<file path="src/rtl/dmx_pkg.sv">
package dmx_pkg;

    // Active configuration of the demultiplexer
    typedef struct packed {
        logic pair;   // 1: two-port pair mode
        logic fs4;    // 1: quarter-rate strobe in pair mode
        logic gray;   // 1: Gray-coded output words
        logic decim;  // 1: decimation test mode
    } dmx_cfg_t;

    localparam dmx_cfg_t CFG_RESET = '{pair: 1'b0, fs4: 1'b0, gray: 1'b0, decim: 1'b0};

endpackage

</file>
<file path="src/rtl/dmx_coder.sv">
module dmx_coder #(
    parameter int W = 8
) (
    input  logic [W-1:0] word_i,
    input  logic         gray_i,
    output logic [W-1:0] word_o
);

    logic [W-1:0] gray_w;

    // Each Gray bit is the XOR of a binary bit with its upper neighbour
    for (genvar i = 0; i < W; i++) begin : g_bit
        if (i == W - 1) begin : g_top
            assign gray_w[i] = word_i[i];
        end else begin : g_low
            assign gray_w[i] = word_i[i] ^ word_i[i+1];
        end
    end

    assign word_o = gray_i ? gray_w : word_i;

endmodule

</file>
<file path="src/rtl/dmx_pacer.sv">
module dmx_pacer
    import dmx_pkg::*;
#(
    parameter int DECIM_N = 4
) (
    input  logic     clk,
    input  logic     rst_n,
    input  logic     clr_n,    // reset or realignment, active low
    input  logic     drr_i,
    input  logic     acc_i,    // a sample is accepted this cycle
    input  dmx_cfg_t cfg_q_i,  // registered active configuration
    output logic     slot_o,   // decimation counter at zero
    output logic     dr_o
);

    localparam int CW = (DECIM_N > 2) ? $clog2(DECIM_N) : 1;
    localparam logic [CW-1:0] LAST = CW'(DECIM_N - 1);

    typedef struct packed {
        logic [1:0]    div;
        logic [CW-1:0] dcnt;
    } pace_t;

    pace_t st_d, st_q;

    always_comb begin
        st_d = st_q;
        if (acc_i) begin
            st_d.div = st_q.div + 2'd1;
        end
        st_d.dcnt = (st_q.dcnt == LAST) ? '0 : st_q.dcnt + 1'b1;
    end

    always_ff @(posedge clk or negedge clr_n) begin
        if (!clr_n) begin
            st_q <= '0;
        end else begin
            st_q <= st_d;
        end
    end

    assign slot_o = (st_q.dcnt == '0);
    assign dr_o   = (cfg_q_i.pair && cfg_q_i.fs4) ? st_q.div[1] : st_q.div[0];

    AST_DR_LOW_IN_DRR: assert property (@(posedge clk) disable iff (!rst_n)
        drr_i |-> !dr_o);

    AST_DIV_HOLD_IDLE: assert property (@(posedge clk) disable iff (!rst_n || drr_i)
        !acc_i |=> $stable(st_q.div));

endmodule

</file>
<file path="src/rtl/dmx_router.sv">
module dmx_router
    import dmx_pkg::*;
#(
    parameter int W = 8
) (
    input  logic         clk,
    input  logic         rst_n,
    input  logic         clr_n,
    input  logic         drr_i,
    input  logic         acc_i,
    input  dmx_cfg_t     cfg_i,     // configuration pins
    input  logic [W-1:0] coded_i,   // coded sample word
    output dmx_cfg_t     cfg_eff_o, // setting in force this cycle
    output dmx_cfg_t     cfg_q_o,
    output logic [W-1:0] port_a_o,
    output logic [W-1:0] port_b_o
);

    typedef struct packed {
        dmx_cfg_t     cfg;
        logic [W-1:0] a;
        logic [W-1:0] b;
    } out_t;

    typedef struct packed {
        logic         phase;  // 1: an A half is waiting
        logic [W-1:0] pend;
    } hold_t;

    out_t  out_d, out_q;
    hold_t hld_d, hld_q;
    dmx_cfg_t eff;

    // New settings only at a pair boundary
    assign eff = hld_q.phase ? out_q.cfg : cfg_i;

    always_comb begin
        out_d     = out_q;
        hld_d     = hld_q;
        out_d.cfg = eff;
        if (acc_i) begin
            if (!eff.pair) begin
                out_d.a     = coded_i;
                out_d.b     = '1;
                hld_d.phase = 1'b0;
            end else if (!hld_q.phase) begin
                hld_d.pend  = coded_i;
                hld_d.phase = 1'b1;
            end else begin
                out_d.a     = hld_q.pend;
                out_d.b     = coded_i;
                hld_d.phase = 1'b0;
            end
        end
    end

    always_ff @(posedge clk or negedge rst_n) begin
        if (!rst_n) begin
            out_q.cfg <= CFG_RESET;
            out_q.a   <= '0;
            out_q.b   <= '1;
        end else begin
            out_q <= out_d;
        end
    end

    always_ff @(posedge clk or negedge clr_n) begin
        if (!clr_n) begin
            hld_q <= '0;
        end else begin
            hld_q <= hld_d;
        end
    end

    assign cfg_eff_o = eff;
    assign cfg_q_o   = out_q.cfg;
    assign port_a_o  = out_q.a;
    assign port_b_o  = out_q.b;

    AST_B_PARKED: assert property (@(posedge clk) disable iff (!rst_n)
        (acc_i && !eff.pair) |=> (port_b_o == '1));

    AST_PAIR_FIRST_HALF_HOLD: assert property (@(posedge clk) disable iff (!rst_n)
        (acc_i && eff.pair && !hld_q.phase) |=> ($stable(port_a_o) && $stable(port_b_o)));

    AST_CFG_HOLD_MID_PAIR: assert property (@(posedge clk) disable iff (!rst_n)
        hld_q.phase |=> $stable(out_q.cfg));

    AST_DRR_PHASE_A: assert property (@(posedge clk) disable iff (!rst_n)
        drr_i |-> !hld_q.phase);

endmodule

</file>
<file path="src/rtl/sample_demux.sv">
module sample_demux
    import dmx_pkg::*;
#(
    parameter int W       = 8,
    parameter int DECIM_N = 4
) (
    input  logic         clk,
    input  logic         rst_n,
    input  logic         drr_i,
    input  logic [W-1:0] smp_i,
    input  logic         pair_mode_i,
    input  logic         dr_quarter_i,
    input  logic         gray_i,
    input  logic         decim_i,
    output logic [W-1:0] port_a_o,
    output logic [W-1:0] port_b_o,
    output logic         dr_o
);

    dmx_cfg_t     cfg_pins, cfg_eff, cfg_q;
    logic [W-1:0] coded;
    logic         slot, acc, clr_n;

    assign cfg_pins = '{pair: pair_mode_i, fs4: dr_quarter_i, gray: gray_i, decim: decim_i};
    assign clr_n    = rst_n & ~drr_i;
    assign acc      = ~drr_i & (~cfg_eff.decim | slot);

    dmx_coder #(.W(W)) u_coder (
        .word_i (smp_i),
        .gray_i (cfg_eff.gray),
        .word_o (coded)
    );

    dmx_router #(.W(W)) u_router (
        .clk       (clk),
        .rst_n     (rst_n),
        .clr_n     (clr_n),
        .drr_i     (drr_i),
        .acc_i     (acc),
        .cfg_i     (cfg_pins),
        .coded_i   (coded),
        .cfg_eff_o (cfg_eff),
        .cfg_q_o   (cfg_q),
        .port_a_o  (port_a_o),
        .port_b_o  (port_b_o)
    );

    dmx_pacer #(.DECIM_N(DECIM_N)) u_pacer (
        .clk     (clk),
        .rst_n   (rst_n),
        .clr_n   (clr_n),
        .drr_i   (drr_i),
        .acc_i   (acc),
        .cfg_q_i (cfg_q),
        .slot_o  (slot),
        .dr_o    (dr_o)
    );

    AST_IDLE_PORTS_HOLD: assert property (@(posedge clk) disable iff (!rst_n)
        !acc |=> ($stable(port_a_o) && $stable(port_b_o)));

    AST_DR_HALF_TOGGLE: assert property (@(posedge clk) disable iff (!rst_n || drr_i)
        (acc && !(cfg_eff.pair && cfg_eff.fs4) && !(cfg_q.pair && cfg_q.fs4))
        |=> (dr_o != $past(dr_o)));

endmodule

</file>
<file path="config.mk">
export PLATFORM = sky130hd
export DESIGN_NAME = sample_demux
export DESIGN_NICKNAME = d
export VERILOG_FILES = /design/src/rtl/dmx_pkg.sv /design/src/rtl/dmx_coder.sv /design/src/rtl/dmx_pacer.sv /design/src/rtl/dmx_router.sv /design/src/rtl/sample_demux.sv
export SDC_FILE = /design/constraint.sdc
export NUM_CORES = 1
export LEC_CHECK = 0
export BUFFER_PORTS_ARGS = -buffer_cell sky130_fd_sc_hd__buf_2
export CAP_MARGIN = 5
export CORE_MARGIN = 2
export CORE_UTILIZATION = 25
export CTS_BUF_LIST = sky130_fd_sc_hd__clkbuf_8
export DETAILED_ROUTE_END_ITERATION = 8
export MAX_ROUTING_LAYER = met4
export PLACE_DENSITY = 0.39
export SLEW_MARGIN = 10
export SYNTH_ARGS = -nofsm -noshare
export SYNTH_HDL_FRONTEND = slang
export SYNTH_SLANG_ARGS = --single-unit
</file>
<file path="constraint.sdc">
create_clock -name clk -period 1.95 [get_ports clk]
set_input_delay 0.195 -clock clk [delete_from_list [all_inputs] [get_ports clk]]
set_output_delay 0.195 -clock clk [all_outputs]
set_load 0.02 [all_outputs]
</file>
# ---- After elaboration in Yosys (flattened, before gate mapping)
# Cells that the tools add are included.
dict set report word_totals {
  reg_bits 33
  latchBits 0
  mem_bits_rw 0
  romBits 0
  word_cells 39
  mem_count 0
}
dict set report op_classes {
  addsub 2
  n_mul 0
  n_div 0
  magnitude_cmp 0
  eq_ne 2
  n_shift 0
  n_mux 8
  bitwise 13
  reduce_logical 4
}
# op n
set op_table {}
lappend op_table {{$mux 16} 2}
lappend op_table {{$mux 7} 1}
lappend op_table {{$xor 1x1->1} 7}
lappend op_table {{$add 2x1->2 const B} 2}
lappend op_table {{$mux 4} 1}
lappend op_table {{$mux 1} 3}
lappend op_table {{$not 1->1} 3}
lappend op_table {{$reduce_and 3->1} 1}
lappend op_table {{$and 1x1->1} 2}
lappend op_table {{$eq 2x2->1 const B} 1}
lappend op_table {{$logic_not 2->1} 1}
lappend op_table {{$mux 2} 1}
lappend op_table {{$ne 2x1->1 const B} 1}
lappend op_table {{$reduce_and 2->1} 1}
lappend op_table {{$logic_and 1x1->1} 1}
lappend op_table {{$or 1x1->1} 1}

# ---- Longest topological paths before layout
dict set report logic_depth {
  word_depth 5
  mapped_depth 8
}

# ---- Cells and area by module
# Synthesis repeated with hierarchy kept, for this count alone.
dict set report unflattened {
  cells_unflattened 135
  hier_area_um2 1534.0
}
# module instances cells_per_inst area_per_inst_um2
set by_module_without_submodules {}
lappend by_module_without_submodules {dmx_router 1 103 1243.7}
lappend by_module_without_submodules {dmx_pacer 1 14 176.4}
lappend by_module_without_submodules {dmx_coder 1 15 95.1}
lappend by_module_without_submodules {sample_demux 1 3 18.8}

# ---- Least setup slack after synthesis
# OpenSTA, ideal clock, no wires.
dict set report synth_timing {
  path_type {register to register}
  from {register u_pacer.st_q[0] (netlist bit)}
  to {register u_router.out_q (netlist bit u_router.port_a_o[0])}
  setup_time_ns 0.123
  arrival_time_ns 1.428
  required_time_ns 1.827
  setup_slack_ns 0.399
  path_stages_with_launch 8
  path_buffers 1
  path_cell_list {dfrtp_1 -> inv_1 -> ha_1 -> nor2b_1 -> o21bai_1 -> buf_2 -> nand4_1 -> o221a_1}
}
dict set report synth_via {
  elab_chain_cells 4
}
# item line
set synth_lines {}
lappend synth_lines {{start, declared} dmx_pacer.sv:24} ;# pace_t st_d, st_q;
lappend synth_lines {{start signal, assigned} dmx_pacer.sv:38} ;# st_q <= st_d;
lappend synth_lines {{$logic_not 2->1} dmx_pacer.sv:42} ;# assign slot_o = (st_q.dcnt == '0);
lappend synth_lines {{$or 1x1->1} sample_demux.sv:26} ;# assign acc = ~drr_i & (~cfg_eff.decim | slot);
lappend synth_lines {{$and 1x1->1} sample_demux.sv:26}
lappend synth_lines {{$reduce_and 2->1 (no line)} --}
lappend synth_lines {{end signal, assigned} dmx_router.sv:63} ;# out_q <= out_d;
lappend synth_lines {{end, declared} dmx_router.sv:30} ;# out_t out_d, out_q;
# No other way between the ends.
# A chain may end at the register's enable or synchronous reset.

# ---- Final worst setup path
dict set report layout_timing {
  from {register u_router.hld_q[8] (netlist bit)}
  to {register u_router.hld_q[7] (netlist bit)}
}
dict set report layout_via {
  elab_chain_cells 5
}
# item line
set layout_lines {}
lappend layout_lines {{start, declared} dmx_router.sv:31} ;# hold_t hld_d, hld_q;
lappend layout_lines {{start signal, assigned} dmx_router.sv:71} ;# hld_q <= hld_d;
lappend layout_lines {{$mux 4} dmx_router.sv:35} ;# assign eff = hld_q.phase ? out_q.cfg : cfg_i;
lappend layout_lines {{$not 1->1} sample_demux.sv:26}
lappend layout_lines {{$or 1x1->1} sample_demux.sv:26}
lappend layout_lines {{$and 1x1->1} sample_demux.sv:26}
lappend layout_lines {{$reduce_and 3->1 (no line) (*)} --}
# Mark *: on every way between the ends. The rest lies on a longest branch, timed or not.

==> out/qor.txt <==
outcome: finished clean
max frequency: 556.0 MHz
CTS clk-pin slew, worst paths: 0.06 ns
worst vdd ir: 0.3756 mV
hpwl dp: 2.704 mm
DR vias: 1087
number of I/O pins: 32
Synth Register Bits: 33
die width: 81.95 um
# fillers: 616
non-filler cells, final: 240
maximum buffer depth of the clock tree: 2
flop2flop setup slack: 0.15 ns
clk sink count: 33
CTS tree: yes
number of global-route vias before repair: 1170
Power Density: 1530 nW/um^2
DRC viols: 0
Hold WC Path Type: input port to asynchronous set/reset pin
worst r2r dst: u_router.hld_q[7]
startpoint types: register
RSZ-0062 raised after global routing: no
Tmin final: 1.799 ns
Crit Path Category: register to register
area of the multi-input gates: 630.6 sq um
gr usage total: 12.73%
syn_nets: 140
Final Util: 32.50%
sequential cell area fraction in the yosys report: 55.02%
wire per inst: 14.93 um
setup ws final: 0.1514 ns
Inserted Clock Buffers: 5
Leak: 0.8533 nW
critical path data arrival time: 1.96 ns
Clock Skew: 0.006403 ns
Area Overhead vs Synth: 25.95%
largest net degree at the start of global routing: 18
Slew @ Worst Pin: 0.5747 ns
floorplan row count: 28
postcts setup bufs: 0
Reg2Reg Depth: 3
Crit path required time: 2.11 ns
Rel. slew slack: 61.68%
Hold Violations, Final: 0
later-pin clock latency in the skew report: 0.28 ns
die height: 81.95 um
antenna cell count: 0
final period utilization: 92.24%
maxcap violations: 0
Setup WS pre-CTS: 0.1005 ns
maximum fanout along the worst path: 9
Core Region: 5886 sq um
FF/Latch Area: 835.8 sq um
layout cells sized above 1: 41.21%
Max Slew Vio Count: 0
Post-Route Setup TNS: 0 ns
Unique masters post-synth: 24
initial antenna violation count: 0
vias per cell: 4.529
Syn. warnings: 0
final setup vio count: 0
mapped cell area: 1519 sq um
htree depth: 2
DRT iter0 DRCs: 44
Die Area: 6715 sq um
Layout Nets: 181
Overflow after GRT: 0
Port Buffers: 31
GP Congestion: 0.7464
First-pass DRT Iterations: 4
Mean Syn Cell Area: 12.35 sq um
first-pass GRT wire length: 5.927 mm
initial core utilization: 25.81%
Antenna Nets Post-Route: 0
R2R Path Start: u_router.hld_q[8]
CP endpoint kind: register
placed cells: 231
final wirelength: 3.582 mm
CTS root buf: clkbuf_8
Syn Inst Count: 123
## logic make-up (layout without fill, tap and decap cells)
kind of cell	after synthesis	after routing	share of synthesized area [%]
muxes	13	13	11.78
xor gates and xnor gates	9	9	5.190
buffers and inverters	9	51	3.542
DFF	33	33	55.02
AOI/OAI and AO/OA	21	21	11.78
adders and majority gates	2	2	1.647
and+or+nand+nor	36	36	11.04
## stage by stage
| stage | power, W | instance area [sq um] | hold slack [ns] |
|---|---|---|---|
| after floorplan | 0.001949 | 1519 | -0.1006 |
| after global placement | 0.002282 | 1785 | 0.08643 |
| after detailed placement | 0.002304 | 1785 | 0.09147 |
| after CTS | 0.002985 | 1912 | 0.002903 |
| after global routing | 0.003137 | 1913 | 0.04544 |
| final | 0.002927 | 1913 | 0.01763 |
## layout by cell type (no fill, tap or decap), drive strengths merged, types with 2 or more instances in the layout
cell type	Yosys	routed
nand3	8	8
clkbuf	0	6
dfstp	8	8
xnor2	8	8
buf	6	39
inv	3	4
dfrtp	25	25
o221a	7	7
ha	2	2
o22a	7	7
nor2b	2	2
nor2	11	11
nand2	11	11
mux2	12	12
a21oi	5	5
## sequential cells by signal, indices dropped and copies added (netlist names)
register           flops
u_router.cfg_q_o       4
u_router.port_b_o      8
u_router.hld_q         9
u_router.port_a_o      8
u_pacer.st_q           4
## repair_timing
action	in CTS	in global routing
hold buffers	1	0
resized for setup	0	1
setup endpoints to repair	0	10
hold endpoints to repair	4	0
## cell usage after synthesis, drive strengths merged
library cell	instances	area share, %
dfrtp	25	41
mux2	12	11
nand2	11	2.7
nor2	11	2.7
dfstp	8	14
nand3	8	2.6
xnor2	8	4.6
o221a	7	5.2
o22a	7	4.0
buf	6	2.8
a21oi	5	1.6
inv	3	0.74
ha	2	1.6
nor2b	2	0.82
a31oi	1	0.41
and2	1	0.41
mux2i	1	0.66
nand2b	1	0.91
nand4	1	0.41
o21bai	1	0.49
or3	1	0.41
xor2	1	0.58
## worst max path at each step
stage                 startpoint  cells after the start                   end
5_1_grt          u_pacer.st_q[0]                      5     u_router.hld_q[4]
2_1_floorplan    u_pacer.st_q[0]                      7  u_router.port_a_o[0]
6_report       u_router.hld_q[8]                      3     u_router.hld_q[7]
3_3_place_gp     u_pacer.st_q[0]                      6  u_router.port_a_o[0]
3_5_place_dp     u_pacer.st_q[0]                      6  u_router.port_a_o[6]
4_1_cts          u_pacer.st_q[0]                      6  u_router.port_a_o[0]
## report_power, final
| group | total (W) | internal (W) | switching, W | leakage [nW] |
|---|---|---|---|---|
| sequential | 0.00118 | 0.00100 | 0.000176 | 0.379 |
| clock | 0.000657 | 0.000411 | 0.000246 | 0.0626 |
| combinational | 0.00109 | 0.000520 | 0.000571 | 0.412 |
## worst max-delay path: stages, from the launching register on
cell and delay [ns]:
dfrtp_1 0.49, nand2b_4 0.20, or3_1 0.61, mux2_4 0.39
## layer usage
layer / track usage (%) / share of wire, %
met3: 3.297 / 3.7
met4: 5.000 / 1.7
met5: - / 0
met1: 16.07 / 44
met2: 19.51 / 50
## final cells by class
class                   count  area share (%)
flip-flops and latches     33           43.69
multi-input cells          81           32.96
repair buffers             40           11.77
well taps                  75           4.905
clock buffers               6           4.317
clock inverters             2           1.766
inverters                   3          0.5886
No activity file was read; power rests on OpenSTA's default activity.
